$ cat src/rtl/tmr_pkg.sv
`timescale 1ns/1ps
package tmr_pkg;
  typedef enum logic {
    MODE_ONESHOT  = 1'b0,
    MODE_PERIODIC = 1'b1
  } tmr_mode_e;

  // Mode 0 keeps the one-shot behaviour; every other request runs periodic.
  function automatic tmr_mode_e map_mode(input logic [2:0] req);
    return (req == 3'd0) ? MODE_ONESHOT : MODE_PERIODIC;
  endfunction
endpackage

$ cat src/rtl/tmr_reload.sv
`timescale 1ns/1ps
module tmr_reload
  import tmr_pkg::*;
#(
  parameter int W = 16
) (
  input  logic         clk,
  input  logic         rst_n,
  input  logic         load_en,
  input  logic [W-1:0] load_value,
  input  logic         mode_wr,
  input  logic [2:0]   mode_val,
  output logic [W-1:0] start_nxt,
  output logic [W-1:0] start_val,
  output tmr_mode_e    mode
);
  localparam logic [W-1:0] FULL = {W{1'b1}};

  logic [W-1:0] start_d;
  tmr_mode_e    mode_d;

  // An empty start value stands for the full count.
  assign start_nxt = (load_value == '0) ? FULL : load_value;

  always_comb begin
    start_d = start_val;
    mode_d  = mode;
    if (load_en) start_d = start_nxt;
    if (mode_wr) mode_d  = map_mode(mode_val);
  end

  always_ff @(posedge clk or negedge rst_n) begin
    if (!rst_n) begin
      start_val <= FULL;
      mode      <= MODE_ONESHOT;
    end else begin
      start_val <= start_d;
      mode      <= mode_d;
    end
  end

  a_r2_zero_load_full: assert property (@(posedge clk) disable iff (!rst_n)
    (load_en && load_value == '0) |=> (start_val == FULL));

  a_r11_nonzero_mode_periodic: assert property (@(posedge clk) disable iff (!rst_n)
    (mode_wr && mode_val != 3'd0) |=> (mode == MODE_PERIODIC));

  a_r11_zero_mode_oneshot: assert property (@(posedge clk) disable iff (!rst_n)
    (mode_wr && mode_val == 3'd0) |=> (mode == MODE_ONESHOT));
endmodule

$ cat src/rtl/tmr_down.sv
`timescale 1ns/1ps
module tmr_down #(
  parameter int W = 16
) (
  input  logic         clk,
  input  logic         rst_n,
  input  logic         tick_en,
  input  logic         load_en,
  input  logic [W-1:0] start_nxt,
  input  logic [W-1:0] start_val,
  output logic [W-1:0] cnt,
  output logic         term
);
  localparam logic [W-1:0] ONE  = W'(1);
  localparam logic [W-1:0] FULL = {W{1'b1}};

  logic [W-1:0] cnt_d;

  // Terminal count: a tick that takes the count from 1 back to the start value.
  assign term = tick_en && !load_en && (cnt == ONE);

  always_comb begin
    cnt_d = cnt;
    if (load_en)      cnt_d = start_nxt;
    else if (term)    cnt_d = start_val;
    else if (tick_en) cnt_d = cnt - ONE;
  end

  always_ff @(posedge clk or negedge rst_n) begin
    if (!rst_n) cnt <= FULL;
    else        cnt <= cnt_d;
  end

  a_r4_hold_without_tick: assert property (@(posedge clk) disable iff (!rst_n)
    (!tick_en && !load_en) |=> $stable(cnt));

  a_r4_count_nonzero: assert property (@(posedge clk) disable iff (!rst_n)
    (cnt != '0) && (cnt <= start_val));

  a_r3_load_restarts: assert property (@(posedge clk) disable iff (!rst_n)
    load_en |=> (cnt == start_val));
endmodule

$ cat src/rtl/tmr_outs.sv
`timescale 1ns/1ps
module tmr_outs
  import tmr_pkg::*;
#(
  parameter int W = 16
) (
  input  logic         clk,
  input  logic         rst_n,
  input  logic         load_en,
  input  logic         term,
  input  tmr_mode_e    mode,
  input  logic [W-1:0] cnt,
  input  logic [W-1:0] start_val,
  input  logic         snap_req,
  output logic         irq,
  output logic         level,
  output logic [W-1:0] snap
);
  logic         fired;
  logic         fired_d;
  logic         irq_d;
  logic [W-1:0] snap_d;
  logic [W-1:0] half;

  assign half = start_val >> 1;

  always_comb begin
    irq_d   = term && ((mode == MODE_PERIODIC) || !fired);
    fired_d = fired;
    if (load_en)                          fired_d = 1'b0;
    else if (term && mode == MODE_ONESHOT) fired_d = 1'b1;
    snap_d  = snap_req ? cnt : snap;
  end

  always_ff @(posedge clk or negedge rst_n) begin
    if (!rst_n) begin
      fired <= 1'b0;
      irq   <= 1'b0;
      snap  <= '0;
    end else begin
      fired <= fired_d;
      irq   <= irq_d;
      snap  <= snap_d;
    end
  end

  assign level = (mode == MODE_PERIODIC) ? (cnt > half) : fired;

  a_r6_fired_sticky: assert property (@(posedge clk) disable iff (!rst_n)
    (fired && !load_en) |=> fired);

  a_r6_no_second_irq: assert property (@(posedge clk) disable iff (!rst_n)
    (mode == MODE_ONESHOT && fired) |=> !irq);

  a_r5_irq_after_term: assert property (@(posedge clk) disable iff (!rst_n)
    irq |-> $past(term));

  a_r9_snap_holds: assert property (@(posedge clk) disable iff (!rst_n)
    !snap_req |=> $stable(snap));
endmodule

$ cat src/rtl/interval_timer_ch.sv
`timescale 1ns/1ps
module interval_timer_ch
  import tmr_pkg::*;
#(
  parameter int W = 16
) (
  input  logic         clk,
  input  logic         rst_n,
  input  logic         tick_en,
  input  logic         load_en,
  input  logic [W-1:0] load_value,
  input  logic         mode_wr,
  input  logic [2:0]   mode_val,
  input  logic         snap_req,
  output logic         irq_pulse,
  output logic         out_level,
  output logic [W-1:0] snap_count
);
  logic [W-1:0] start_nxt;
  logic [W-1:0] start_val;
  logic [W-1:0] cnt;
  logic         term;
  tmr_mode_e    mode;

  tmr_reload #(.W(W)) u_reload (
    .clk        (clk),
    .rst_n      (rst_n),
    .load_en    (load_en),
    .load_value (load_value),
    .mode_wr    (mode_wr),
    .mode_val   (mode_val),
    .start_nxt  (start_nxt),
    .start_val  (start_val),
    .mode       (mode)
  );

  tmr_down #(.W(W)) u_down (
    .clk       (clk),
    .rst_n     (rst_n),
    .tick_en   (tick_en),
    .load_en   (load_en),
    .start_nxt (start_nxt),
    .start_val (start_val),
    .cnt       (cnt),
    .term      (term)
  );

  tmr_outs #(.W(W)) u_outs (
    .clk       (clk),
    .rst_n     (rst_n),
    .load_en   (load_en),
    .term      (term),
    .mode      (mode),
    .cnt       (cnt),
    .start_val (start_val),
    .snap_req  (snap_req),
    .irq       (irq_pulse),
    .level     (out_level),
    .snap      (snap_count)
  );

  a_r10_mode_write_keeps_count: assert property (@(posedge clk) disable iff (!rst_n)
    (mode_wr && !load_en && !tick_en) |=> $stable(cnt));
endmodule

$ cat config.mk
export PLATFORM = sky130hd
export DESIGN_NAME = interval_timer_ch
export DESIGN_NICKNAME = d
export VERILOG_FILES = /design/src/rtl/tmr_pkg.sv /design/src/rtl/tmr_reload.sv /design/src/rtl/tmr_down.sv /design/src/rtl/tmr_outs.sv /design/src/rtl/interval_timer_ch.sv
export SDC_FILE = /design/constraint.sdc
export NUM_CORES = 1
export LEC_CHECK = 0
export ABC_AREA = 1
export BUFFER_PORTS_ARGS = -buffer_cell sky130_fd_sc_hd__buf_2
export CORE_MARGIN = 5
export CORE_UTILIZATION = 31
export DETAILED_ROUTE_END_ITERATION = 8
export GPL_ROUTABILITY_DRIVEN = 0
export SLEW_MARGIN = 10
export SYNTH_ARGS = -nofsm -noshare
export SYNTH_HDL_FRONTEND = slang
export SYNTH_HIERARCHICAL = 1
export SYNTH_SLANG_ARGS = --single-unit
$ cat constraint.sdc
create_clock -name clk -period 1.7 [get_ports clk]
set_input_delay 0.255 -clock clk [delete_from_list [all_inputs] [get_ports clk]]
set_output_delay 0.255 -clock clk [all_outputs]
set_load 0.02 [all_outputs]
Word level (Yosys, flattened, before mapping)
Cells that the tools add are included.
Widths: inputs -> output; s select.

storage, ports and cells
  flip-flop bits (word level) = 51
  input bits = 25
  word-level logic and storage cells = 29

cells by class
  add/sub/neg operators = 1
  order comparisons = 1
  equality and inequality tests = 1
  multiplexer cells = 8
  bitwise operators = 1
  reduce and logical (&&, ||, !) cells = 11

operators by type and width
  cell                   number
  $mux 16                4
  $eq 16x1->1 const B    1
  $gt 16x15->1           1
  $logic_not 16->1       1
  $sub 16x1->16 const B  1
  $logic_and 1x1->1      4
  $mux 1                 4
  $logic_not 3->1        1
  $reduce_bool 3->1      1
  $logic_not 1->1        2
  $reduce_bool 2->1      1
  $logic_or 1x1->1       1
  $not 1->1              1

Longest topological paths before layout
  depth in word-level cells = 6
  depth in mapped cells = 13
  depth with buffers taken out = 13

Cells and area by module
Netlist, hierarchy kept.

modules (own cells, without submodules)
  module      instances  cells an instance  area an instance (um2)
  tmr_down    1          213                1,448.9
  tmr_outs    1          117                1,127.3
  tmr_reload  1          121                954.7

Least setup slack after synthesis
Ideal clock, no wire load.

  kind = register -> output
  start = register u_reload.start_val[8]
  end = output out_level
  data arrival time = 1.390 ns
  data required time = 1.445 ns
  setup slack = 0.055 ns
  stages on the path, launching flop included = 10
  path buffers = 0
  cells stage by stage = dfstp_2 > inv_1 > ha_1 > nand2_1 > nor2_1 > nand4_1 > nor2_1 > nor2_1 > nand2_1 > nand2_1

on the way
  word-level cells in the longest chain between the ends = 2

RTL lines
  element                   line                     RTL
  start: declaration        tmr_reload.sv:14         output logic [W-1:0] start_val,
  start signal: assignment  tmr_reload.sv:37         start_val <= start_d;
  $gt 16x15->1              tmr_outs.sv:47           assign level = (mode == MODE_PERIODIC) ? (cnt > half) : fired;
  $mux 1                    tmr_outs.sv:47
  end: declaration          interval_timer_ch.sv:16  output logic out_level,

Every way passes these cells.

Worst setup path in the final report
  start = register u_reload.start_val[7]
  end = output out_level

Same word-level chain as after synthesis.

==> impl_metrics.env <==
export IMPL_worstPathRequired_ns=1.44
export IMPL_violations="negative setup slack"
export IMPL_synth_area_leaders="dfstp_2 (24%), nand2_1 (16%), dfrtp_1 (13%), inv_1 (6.8%), ha_1 (6.0%)"
export IMPL_r2r_end="u_down/cnt[2]$_DFFE_PN1P_"
export IMPL_hold_path_class="primary input to register"
export IMPL_yosysWarnings=6
export IMPL_cpLargestDelayFamily="simple AND/OR/NAND/NOR gates"
export IMPL_yosysUniqueCellTypes=34
export IMPL_clk_pin_slew_worst_paths_ns=0.07
export IMPL_diodes=0
export IMPL_ioPinCount=43
export IMPL_combPwrFrac=0.347
export IMPL_endpoint_kind="primary output"
export IMPL_rows=39
export IMPL_io_buffers=42
export IMPL_grt_pass1_wl_mm=15.0
export IMPL_fp_dieW_um=117
export IMPL_cts_made_buffers=5
export IMPL_critPathLaunchType="register"
export IMPL_fmax_mhz=478
export IMPL_final_util=0.416
export IMPL_yosys_area_top_type="dfstp_2"
export IMPL_crit_chain="inv_2 -> ha_4 -> nand2_4 -> nor2_4 -> nand4_1 -> nor2_1 -> nor2_1 -> nand2_1 -> nand2_1 -> buf_6"
export IMPL_intPower_mw=2.53
export IMPL_pre_cts_ws_ns=-0.174
export IMPL_drcViolationCount=0
export IMPL_nets=575
export IMPL_fin_ws_ns=-0.393
export IMPL_core_um2=11300
export IMPL_worst_path_buf_inv=2
export IMPL_period_share=1.23
export IMPL_initialDrtViolationCount=344
export IMPL_worst_pin_slew_ns=0.555
export IMPL_maxCapViolations=0
export IMPL_root_buffer="clkbuf_16"
export IMPL_synthArstFlopShare=1.00
export IMPL_dr_pass1_iters=5
export IMPL_postLayoutCellArea_um2=4690
export IMPL_ys_seq_elements=51
export IMPL_p_leak_nw=2.33
export IMPL_syn_to_final_growth_pct=32.8
export IMPL_antenna_left=0
export IMPL_finalCriticalPeriod_ns=2.09
export IMPL_drt_vias_per_instance=4.77
export IMPL_synth_most_common_cell="nand2_1"
export IMPL_min_to="u_reload/mode$_DFFE_PN0P_"
export IMPL_worstSetupPathType="register to primary output"
export IMPL_synth_edff_count=0
export IMPL_p_sw_frac=0.336
export IMPL_path_max_fanout=2
export IMPL_power_density_nw_per_um2=813
export IMPL_fin_cells=677
export IMPL_slew_headroom=0.629
export IMPL_drive_gt1_frac=0.453
export IMPL_n_fill_cell=1096
export IMPL_seqPwrFrac=0.398
export IMPL_dpl_cell_area_um2=4100
export IMPL_grt_use_total=0.138
export IMPL_start_util=0.313
export IMPL_ys_seq_area_frac=0.373
export IMPL_netlist_instances=451
export IMPL_cpPeakStageDelay_ns=0.54
export IMPL_cts_tree="yes"
export IMPL_synth_fp_nets=493
export IMPL_cts_path_max_buffers=2
export IMPL_p_clk_frac=0.255
export IMPL_timing_final_max_slew_violations=0
export IMPL_switchingPower_mw=1.28
export IMPL_hold_start="mode_wr"
export IMPL_multi_input_area_um2=2210
export IMPL_synth_avg_cell_area_um2=7.83
export IMPL_placed_cells=663
export IMPL_die_height_um=117
export IMPL_rsz0062_at_grt="yes"
export IMPL_finalClockSkew_ns=0.00523
export IMPL_status="complete, but fails checks"
export IMPL_cts_max_level=2
export IMPL_yosysTopAreaCellShare=0.238
export IMPL_holdPathStages=4
export IMPL_gr_total_overflow=0
export IMPL_ir_worst_vdd_uv=464
export IMPL_clk_latency_ns=0.28
export IMPL_dp_hpwl_mm=6.94
export IMPL_ys_top_cells_by_count="nand2_1 (148), inv_1 (64), nor2_1 (43), dfstp_2 (32), dfrtp_1 (19)"
export IMPL_regToRegSetupSlack_ns=-0.08
export IMPL_r2r_start="u_down/cnt[0]$_DFFE_PN1P_"
export IMPL_setup_violations=17
export IMPL_routedWlPerCell_um=14.6
export IMPL_antenna_found_initial=0
export IMPL_synth_ff_type="dfstp_2"
export IMPL_grt_max_degree=52
export IMPL_grt_pass1_vias=3053
export IMPL_ff2ff_path_depth=11
export IMPL_slowest_stage="dfstp_2"
export IMPL_die_area_um2=13600
export IMPL_cp_arrival_ns=1.84
export IMPL_netlist_area_um2=3530
export IMPL_routed_wl_mm=9.89
export IMPL_cts_sinks=51
export IMPL_regArea_um2=1320
export IMPL_num_vias=3227
export IMPL_hold_viol_final=0
-- registers in the layout (all words and copies together) (netlist names) --
name and cells:
u_outs/snap 16, u_reload/mode 1, u_outs/irq 1, u_reload/start_val 16
u_down/cnt 16, u_outs/fired 1
-- repair_timing --
item	4_1_cts	5_1_grt
pin swaps	13	34
gates resized for setup	21	74
endpoints found under the setup margin	6	19
setup buffers	1	2
cloned	0	2
hold buffers	1	0
endpoints found under the hold margin	19	0
-- cells in the final DEF, fill, tap and decap left out, drive strengths merged --
master / count
dlygate4sd3: 1
xnor2: 1
ha: 17
inv: 67
o21ai: 9
a21boi: 1
a21o: 1
nand3b: 4
buf: 83
dfrtp: 19
nand3: 27
xor2: 2
nor2: 57
a22oi: 15
clkbuf: 9
a21oi: 8
nand4: 5
nor3: 2
mux2: 14
nand2: 160
dfstp: 32
-- cell type report --
| class | instances | area share |
|---|---|---|
| inverters | 67 | 0.0558 |
| clock buffers | 8 | 0.0291 |
| flip-flops and latches | 51 | 0.281 |
| multi-input cells | 323 | 0.470 |
| repair buffers | 85 | 0.126 |
| well taps | 143 | 0.0382 |
-- routing by layer --
metal	GRT usage	wire length, um
met5	0	0
met4	0.0313	210
met3	0.0192	703
met2	0.215	4450
met1	0.204	4530
-- power by group through the flow --
stage | logic (mW) | clock network [mW] | registers (mW)
after detailed placement | 1.08 | 0 | 1.52
final | 1.32 | 0.972 | 1.52
after global placement | 1.07 | 0 | 1.51
after CTS | 1.13 | 0.997 | 1.51
after floorplan | 0.567 | 0 | 1.62
after global routing | 1.45 | 1.04 | 1.54
-- stage by stage --
step / hold WS, ns / TNS [ns] / power, mW
2_1_floorplan: -0.0406 / 0 / 2.19
6_report: 0.253 / -1.06 / 3.81
5_1_grt: 0.267 / -2.29 / 4.03
4_1_cts: 0.259 / -0.442 / 3.63
3_5_place_dp: 0.270 / -0.223 / 2.60
3_3_place_gp: 0.264 / -0.136 / 2.58
-- logic make-up (layout without fill, tap and decap cells) --
group / after synthesis / count (layout) / synth area share
simple gates: 254 / 255 / 0.343
compound gates: 34 / 34 / 0.0602
fa+ha+maj: 17 / 17 / 0.0602
flops: 51 / 51 / 0.373
xor+xnor: 3 / 3 / 0.00744
mux: 14 / 14 / 0.0510
buf+inv: 78 / 160 / 0.105
-- worst register-to-register path, cell delays in order, from the launching register on --
cell and delay [ns]:
dfstp_2 0.54, buf_6 0.11, ha_4 0.13, inv_4 0.04, nor2_4 0.09, nand2_2 0.07, nor2_4 0.12, nand3_4 0.17
buf_8 0.20, nand2_2 0.06, nand2_2 0.05, o21ai_2 0.13
-- worst max-delay path by stage --
stage               cells after the start                               from  slack, ns         to
global placement                       10  u_reload/start_val[8]$_DFFE_PN1P_      -0.13  out_level
CTS                                    10  u_reload/start_val[6]$_DFFE_PN1P_      -0.43  out_level
finish                                 10  u_reload/start_val[7]$_DFFE_PN1P_      -0.39  out_level
global route                           13  u_reload/start_val[4]$_DFFE_PN1P_      -0.48  out_level
floorplan                               9  u_reload/start_val[8]$_DFFE_PN1P_       0.05  out_level
detailed placement                     10  u_reload/start_val[8]$_DFFE_PN1P_      -0.17  out_level
No activity file was read; power rests on OpenSTA's default activity.
